==> config.mk <==
export PLATFORM = sky130hd
export DESIGN_NAME = cla_adder
export DESIGN_NICKNAME = d
export VERILOG_FILES = /design/src/rtl/cla_pkg.sv /design/src/rtl/cla_block_pg.sv /design/src/rtl/cla_block_ripple.sv /design/src/rtl/cla_carry_chain.sv /design/src/rtl/cla_adder.sv
export SDC_FILE = /design/constraint.sdc
export NUM_CORES = 1
export LEC_CHECK = 0
export ABC_AREA = 1
export BUFFER_PORTS_ARGS = -buffer_cell sky130_fd_sc_hd__buf_2
export CAP_MARGIN = 5
export CORE_AREA = 2 2 55 70
export DETAILED_ROUTE_END_ITERATION = 16
export DIE_AREA = 0 0 57 72
export GPL_ROUTABILITY_DRIVEN = 1
export PLACE_DENSITY = 0.95
export SETUP_SLACK_MARGIN = 0.2
export SLEW_MARGIN = 20
export SYNTH_ARGS = -nofsm -noshare
export SYNTH_HDL_FRONTEND = slang
export SYNTH_HIERARCHICAL = 1
export SYNTH_SLANG_ARGS = --single-unit
==> constraint.sdc <==
create_clock -name vclk -period 10.17
set_clock_uncertainty 0.05 [all_clocks]
set_input_delay 1.5255 -clock vclk [all_inputs]
set_output_delay 1.5255 -clock vclk [all_outputs]
set_load 0.02 [all_outputs]
==> src/rtl/cla_pkg.sv <==
package cla_pkg;
  // Width of one lookahead slice; the group equations are written for it.
  localparam int unsigned BLK_W = 4;

  // Group terms a slice hands to the inter-slice carry chain.
  typedef struct packed {
    logic gen;
    logic prop;
  } blkGp_t;
endpackage

==> src/rtl/cla_block_pg.sv <==
module cla_block_pg
  import cla_pkg::*;
(
  input  logic [BLK_W-1:0] aBits,
  input  logic [BLK_W-1:0] bBits,
  output blkGp_t           gp
);
  logic [BLK_W-1:0] colGen;
  logic [BLK_W-1:0] colProp;

  assign colGen  = aBits & bBits;
  assign colProp = aBits | bBits;

  // Group generate folds from the lowest column upward; no carry-in involved.
  always_comb begin
    gp.gen = 1'b0;
    for (int i = 0; i < BLK_W; i++) begin
      gp.gen = colGen[i] | (colProp[i] & gp.gen);
    end
    gp.prop = &colProp;
  end
endmodule

==> src/rtl/cla_block_ripple.sv <==
module cla_block_ripple
  import cla_pkg::*;
(
  input  logic [BLK_W-1:0] aBits,
  input  logic [BLK_W-1:0] bBits,
  input  logic             blkCin,
  output logic [BLK_W-1:0] sumBits
);
  // Internal carries; the slice's own carry-out comes from the lookahead chain.
  logic [BLK_W-1:0] rippleC;

  assign rippleC[0] = blkCin;

  for (genvar i = 0; i < BLK_W; i++) begin : g_col
    assign sumBits[i] = aBits[i] ^ bBits[i] ^ rippleC[i];
    if (i < BLK_W - 1) begin : g_next
      assign rippleC[i+1] = (aBits[i] & bBits[i]) | ((aBits[i] | bBits[i]) & rippleC[i]);
    end
  end
endmodule

==> src/rtl/cla_carry_chain.sv <==
module cla_carry_chain
  import cla_pkg::*;
#(
  parameter int unsigned NUM_BLK = 8
) (
  input  blkGp_t [NUM_BLK-1:0] gpVec,
  input  logic                 chainCin,
  output logic [NUM_BLK:0]     blkCarry
);
  assign blkCarry[0] = chainCin;

  // One AND-OR per slice boundary.
  for (genvar k = 0; k < NUM_BLK; k++) begin : g_hop
    assign blkCarry[k+1] = gpVec[k].gen | (gpVec[k].prop & blkCarry[k]);
  end
endmodule

==> src/rtl/cla_adder.sv <==
module cla_adder
  import cla_pkg::*;
#(
  parameter int unsigned WIDTH = 32
) (
  input  logic [WIDTH-1:0] opA,
  input  logic [WIDTH-1:0] opB,
  input  logic             carryIn,
  output logic [WIDTH-1:0] sumOut,
  output logic             carryOut
);
  localparam int unsigned NUM_BLK = WIDTH / BLK_W;

  if ((WIDTH % BLK_W) != 0 || WIDTH == 0) begin : g_widthCheck
    $error("cla_adder: WIDTH must be a nonzero multiple of the slice width");
  end

  blkGp_t [NUM_BLK-1:0] gpVec;
  logic   [NUM_BLK:0]   blkCarry;

  for (genvar k = 0; k < NUM_BLK; k++) begin : g_blk
    cla_block_pg u_pg (
      .aBits (opA[k*BLK_W +: BLK_W]),
      .bBits (opB[k*BLK_W +: BLK_W]),
      .gp    (gpVec[k])
    );

    cla_block_ripple u_rip (
      .aBits   (opA[k*BLK_W +: BLK_W]),
      .bBits   (opB[k*BLK_W +: BLK_W]),
      .blkCin  (blkCarry[k]),
      .sumBits (sumOut[k*BLK_W +: BLK_W])
    );
  end

  cla_carry_chain #(.NUM_BLK(NUM_BLK)) u_chain (
    .gpVec    (gpVec),
    .chainCin (carryIn),
    .blkCarry (blkCarry)
  );

  assign carryOut = blkCarry[NUM_BLK];
endmodule

==> impl_metrics.csv, run 1 <==
group,metric,value,unit
outcome,status,"complete, no violations",
sta,fin_crit_sh,59.0,%
floorplanning,start_util,50.3,%
cells_and_area,diodes,0,
synthesis,synth_area_leaders,"fa_1 (28%), inv_1 (24%), nand2_1 (22%)",
hold_path,min_path_cells,4,
floorplanning,fp.dieH,72,µm
cells_and_area,seq_cell_count,0,
drt,viasPerCell,4.45,
drt,ant_nets,0,
floorplanning,num_rows,24,
clock_tree,cts_hold_buf,0,
synthesis,post-synth-top-area-cell,"fa_1",
setup_path,critPathMaxFanout,4,
cells_and_area,final_area,2250,µm²
floorplanning,ios,98,
setup_path,worst_path_max_delay_cell,"fa_1",
sta,fmax,167,MHz
floorplanning,dieArea,4100,µm²
cells_and_area,seq_area,0,µm²
synthesis,synthesis.nets,410,
cells_and_area,clockBufferCount,0,
setup_path,path_depth,29,
setup_path,required,8.59,ns
drt,drt-pass1-iter-count,4,
sta,rsz0062_at_grt,"no",
cells_and_area,final_nets,509,
floorplanning,core_area,3420,µm²
synthesis,syn-cell-area,1720,µm²
placed_design,gp_congestion,0.804,
global_route,grt_busiest_layer,"met2",
global_route,grt_use_total,19.4,%
power_and_ir_drop,leakage,1.64,nW
cells_and_area,layout-drive-gt1-share,28.5,%
synthesis,yosysTopAreaCellShare,27.9,%
power_and_ir_drop,powerDensity,68.6,nW/µm²
global_route,grt_max_degree,5,
drt,first_iter_violations,75,
setup_path,crit_path_end_kind,"output port",
global_route,use_met2,43.3,%
global_route,grt_use_met3,2.14,%
global_route,grt_pass1_vias,1947,
sta,final_max_slew_viol_count,0,
synthesis,synth_cell_types,10,
clock_tree,post_cts_buffers,0,
cells_and_area,syn_to_final_growth,30.9,%
job,max_cap_violations,0,
clock_tree,cts_resized,0,
cells_and_area,fillCellCount,319,
setup_path,critPathTopFamily,"simple AND/OR/NAND/NOR gates",
drt,wl_per_cell,8.63,µm
synthesis,ys_top_cells_by_count,"inv_1 (112), nand2_1 (99), nor2_1 (32), fa_1 (24), nand3_1 (16)",
global_route,grt_overflow,0,
global_route,grt_pass1_wl,6800,µm
synthesis,yosys_warnings,6,
synthesis,syn_inst,321,
setup_path,crit_type,"in2out",
sta,hold_viol,0,
synthesis,syn_avg_cell_area,5.36,µm²
global_route,gr-usage-met1,18.1,%
sta,finalSetupViolations,0,
sta,worst_pin_slew,0.193,ns
placed_design,io_buffers,98,
drt,num_vias,2032,
sta,finalCriticalPeriod,6.00,ns
power_and_ir_drop,power,0.155,mW
power_and_ir_drop,ir_drop,52.6,µV
setup_path,crit_buf_inv,4,
sta,setup_tns,0,ns
drt,drc,0,
setup_path,max_stage_delay,0.41,ns
placed_design,hpwl,3810,µm
placed_design,placed_cell_area,2250,µm²
setup_path,path_common_cell,"nand2_2",
floorplanning,die_w,57,µm
hold_path,min_path_type,"in2out",
synthesis,seq_area_frac_synth,0,%
synthesis,yosysMostFrequentCell,"inv_1",
global_route,antenna_found_initial,0,
drt,wl,3940,µm
sta,relSlewSlack,87.1,%
setup_path,arrival,4.43,ns
setup_path,startpoint_type,"primary input",
where the power goes:
group | internal (mW) | switching, mW | total [mW]
Clock | 0 | 0 | 0
Sequential | 0 | 0 | 0
Combinational | 0.0585 | 0.0961 | 0.155
final cells by class:
cell class	instances	area (µm²)	share of cell area, %
timing repair buffer	98	490	21.8
inverter	112	420	18.7
tap	39	48.8	2.17
multi-input combinational	208	1290	57.4
logic make-up (layout without fill, tap and decap cells):
logic type,after synthesis,count (layout),synth area share (%)
AND/OR/NAND/NOR,176,176,43.8
AO/OA/AOI/OAI,8,8,3.49
adder cells (fa/ha/maj),24,24,27.9
buffers and inverters,113,210,24.9
cells in the final DEF, fill, tap and decap left out:
cell     instances
inv_1          112
nand2_1         99
buf_2           98
nor2_1          32
fa_1            24
nand3_1         16
nand2_2         13
nor2_2           8
or2_1            8
o21a_1           8
through the flow:
step,hold WS [ns],setup WS [ns],instances,utilization (%)
final,3.35,4.17,457,65.8
after global routing,3.37,3.87,457,65.8
after CTS,3.36,4.14,457,65.8
after detailed placement,3.36,4.14,457,65.8
after global placement,3.35,4.30,457,65.8
after floorplan,3.17,4.54,321,-
per-layer routing:
metal  up-vias  share of wire, %
li1       1075                 -
met1       887                34
met2        66                58
met3         4               6.8
met4         0               1.3
met5         -                 0
worst min-delay path, stage by stage:
cell and delay, ns:
buf_2 0.10, nand2_1 0.05, nand2_1 0.04, buf_2 0.15
final timing paths:
| check | to | startpoint |
|---|---|---|
| max | sumOut[31] | opB[3] |
| min | sumOut[31] | opB[31] |
No activity file was read; power rests on OpenSTA's default activity.
==> run 2: changes to the inputs <==
- CORE_AREA: 2 2 55 70 -> 2 2 60 76
- DIE_AREA: 0 0 57 72 -> 0 0 62 78
- PLACE_DENSITY: 0.95 -> 0.9
- clock period: 10.17 -> 5.2 ns (I/O delays scaled with it)
==> run 2 against run 1 <==
  * Design area increased by 0.94%
  * Largest cell class unchanged
  * Combinational power increased by 93%
  * Cell count rose by 3.7%
  * First-iteration DRC count fell by 29%
  * Global-route usage fell by 3.5 points
  * Setup slack got worse by 3.4 ns
  * Critical path depth stayed put
  * Flip-flop and latch count stayed put
==> impl_metrics.csv, run 2 (synthesis results as in run 1) <==
group,metric,value,unit
cells_and_area,final_common_cell,"inv_1",
floorplanning,fp.dieH,78,µm
job,max_cap_violations,0,
sta,setup_tns,0,ns
placed_design,io_buffers,98,
drt,drt-pass1-iter-count,5,
drt,drc,0,
clock_tree,cts_hold_buf,0,
floorplanning,dieArea,4840,µm²
floorplanning,die_w,62,µm
power_and_ir_drop,ir_drop,70.0,µV
sta,final_max_slew_viol_count,0,
global_route,grt_pass1_vias,1794,
sta,hold_viol,0,
drt,num_vias,2014,
setup_path,worst_path_max_delay_cell,"fa_1",
cells_and_area,seq_cell_count,0,
cells_and_area,clockBufferCount,0,
sta,fin_crit_sh,85.9,%
placed_design,place_ws,0.706,ns
floorplanning,core_area,4070,µm²
sta,fmax,224,MHz
cells_and_area,diodes,0,
cells_and_area,final_nets,509,
drt,wl_per_cell,7.91,µm
cells_and_area,syn_to_final_growth,32.1,%
global_route,antenna_found_initial,0,
setup_path,crit_type,"in2out",
cells_and_area,seq_area,0,µm²
cells_and_area,layout-drive-gt1-share,28.5,%
drt,ant_nets,0,
power_and_ir_drop,powerDensity,131,nW/µm²
global_route,grt_pass1_wl,6400,µm
sta,rsz0062_at_grt,"no",
clock_tree,cts_resized,0,
floorplanning,num_rows,26,
global_route,grt_overflow,0,
setup_path,critPathMaxFanout,4,
global_route,grt_use_total,15.9,%
setup_path,max_stage_delay,0.39,ns
setup_path,crit_path_end_kind,"output port",
sta,setup_slack,0.735,ns
placed_design,gp_congestion,0.830,
setup_path,required,4.37,ns
clock_tree,post_cts_buffers,0,
global_route,grt_max_degree,5,
drt,wl,3750,µm
sta,relSlewSlack,88.1,%
setup_path,startpoint_type,"primary input",
setup_path,path_common_cell,"nand2_2",
placed_design,hpwl,3580,µm
setup_path,arrival,3.63,ns
sta,finalSetupViolations,0,
power_and_ir_drop,leakage,1.64,nW
cells_and_area,final_cell_mix,"inv_1 (112), nand2_1 (99), buf_2 (98)",
drt,first_iter_violations,53,
outcome,status,"complete, no violations",
sta,worst_pin_slew,0.178,ns
floorplanning,ios,98,
sta,finalCriticalPeriod,4.46,ns
hold_path,min_path_type,"in2out",
drt,viasPerCell,4.25,
cells_and_area,fillCellCount,415,
floorplanning,start_util,42.3,%
[run 2: cell type report]
class                      count  area (µm²)  area share, %
multi-input combinational    208        1290           56.9
timing repair buffer          98         490           21.6
inverter                     112         420           18.5
tap                           56        70.1           3.08
[run 2: worst paths after layout]
check	from	end	slack, ns	cells after the start
min	opB[31]	sumOut[31]	1.86	4
max	opA[3]	sumOut[31]	0.74	29
[run 2: stage by stage]
| step | hold slack (ns) | utilization (%) | area [µm²] | total power [mW] | std cells |
|---|---|---|---|---|---|
| 6_report | 1.86 | 55.9 | 2270 | 0.299 | 474 |
| 5_1_grt | 1.89 | 55.9 | 2270 | 0.345 | 474 |
| 4_1_cts | 1.86 | 55.9 | 2270 | 0.304 | 474 |
| 3_5_place_dp | 1.86 | 55.9 | 2270 | 0.303 | 474 |
| 3_3_place_gp | 1.86 | 55.9 | 2270 | 0.294 | 474 |
| 2_1_floorplan | 1.68 | - | 1720 | 0.199 | 321 |
[run 2: power by group]
group | internal [mW] | leakage [nW] | switching [mW]
combinational | 0.113 | 1.64 | 0.186
clock | 0 | 0 | 0
sequential | 0 | 0 | 0
total | 0.113 | 1.64 | 0.186
[run 2: layer usage]
layer  track usage (%)  up-vias  part of all wire, %
met5                 0        -                    0
met4              2.13        0                  1.6
met3              1.17        6                  6.8
met2              32.7       60                   55
met1              16.2      877                   37
li1                  -     1071                    -
[run 2: worst max-delay path: cells and delay by family]
kind / cells / cell delay, ns
simple gates: 22 / 1.32
fa+ha+maj: 3 / 1.16
buf+inv: 4 / 0.37
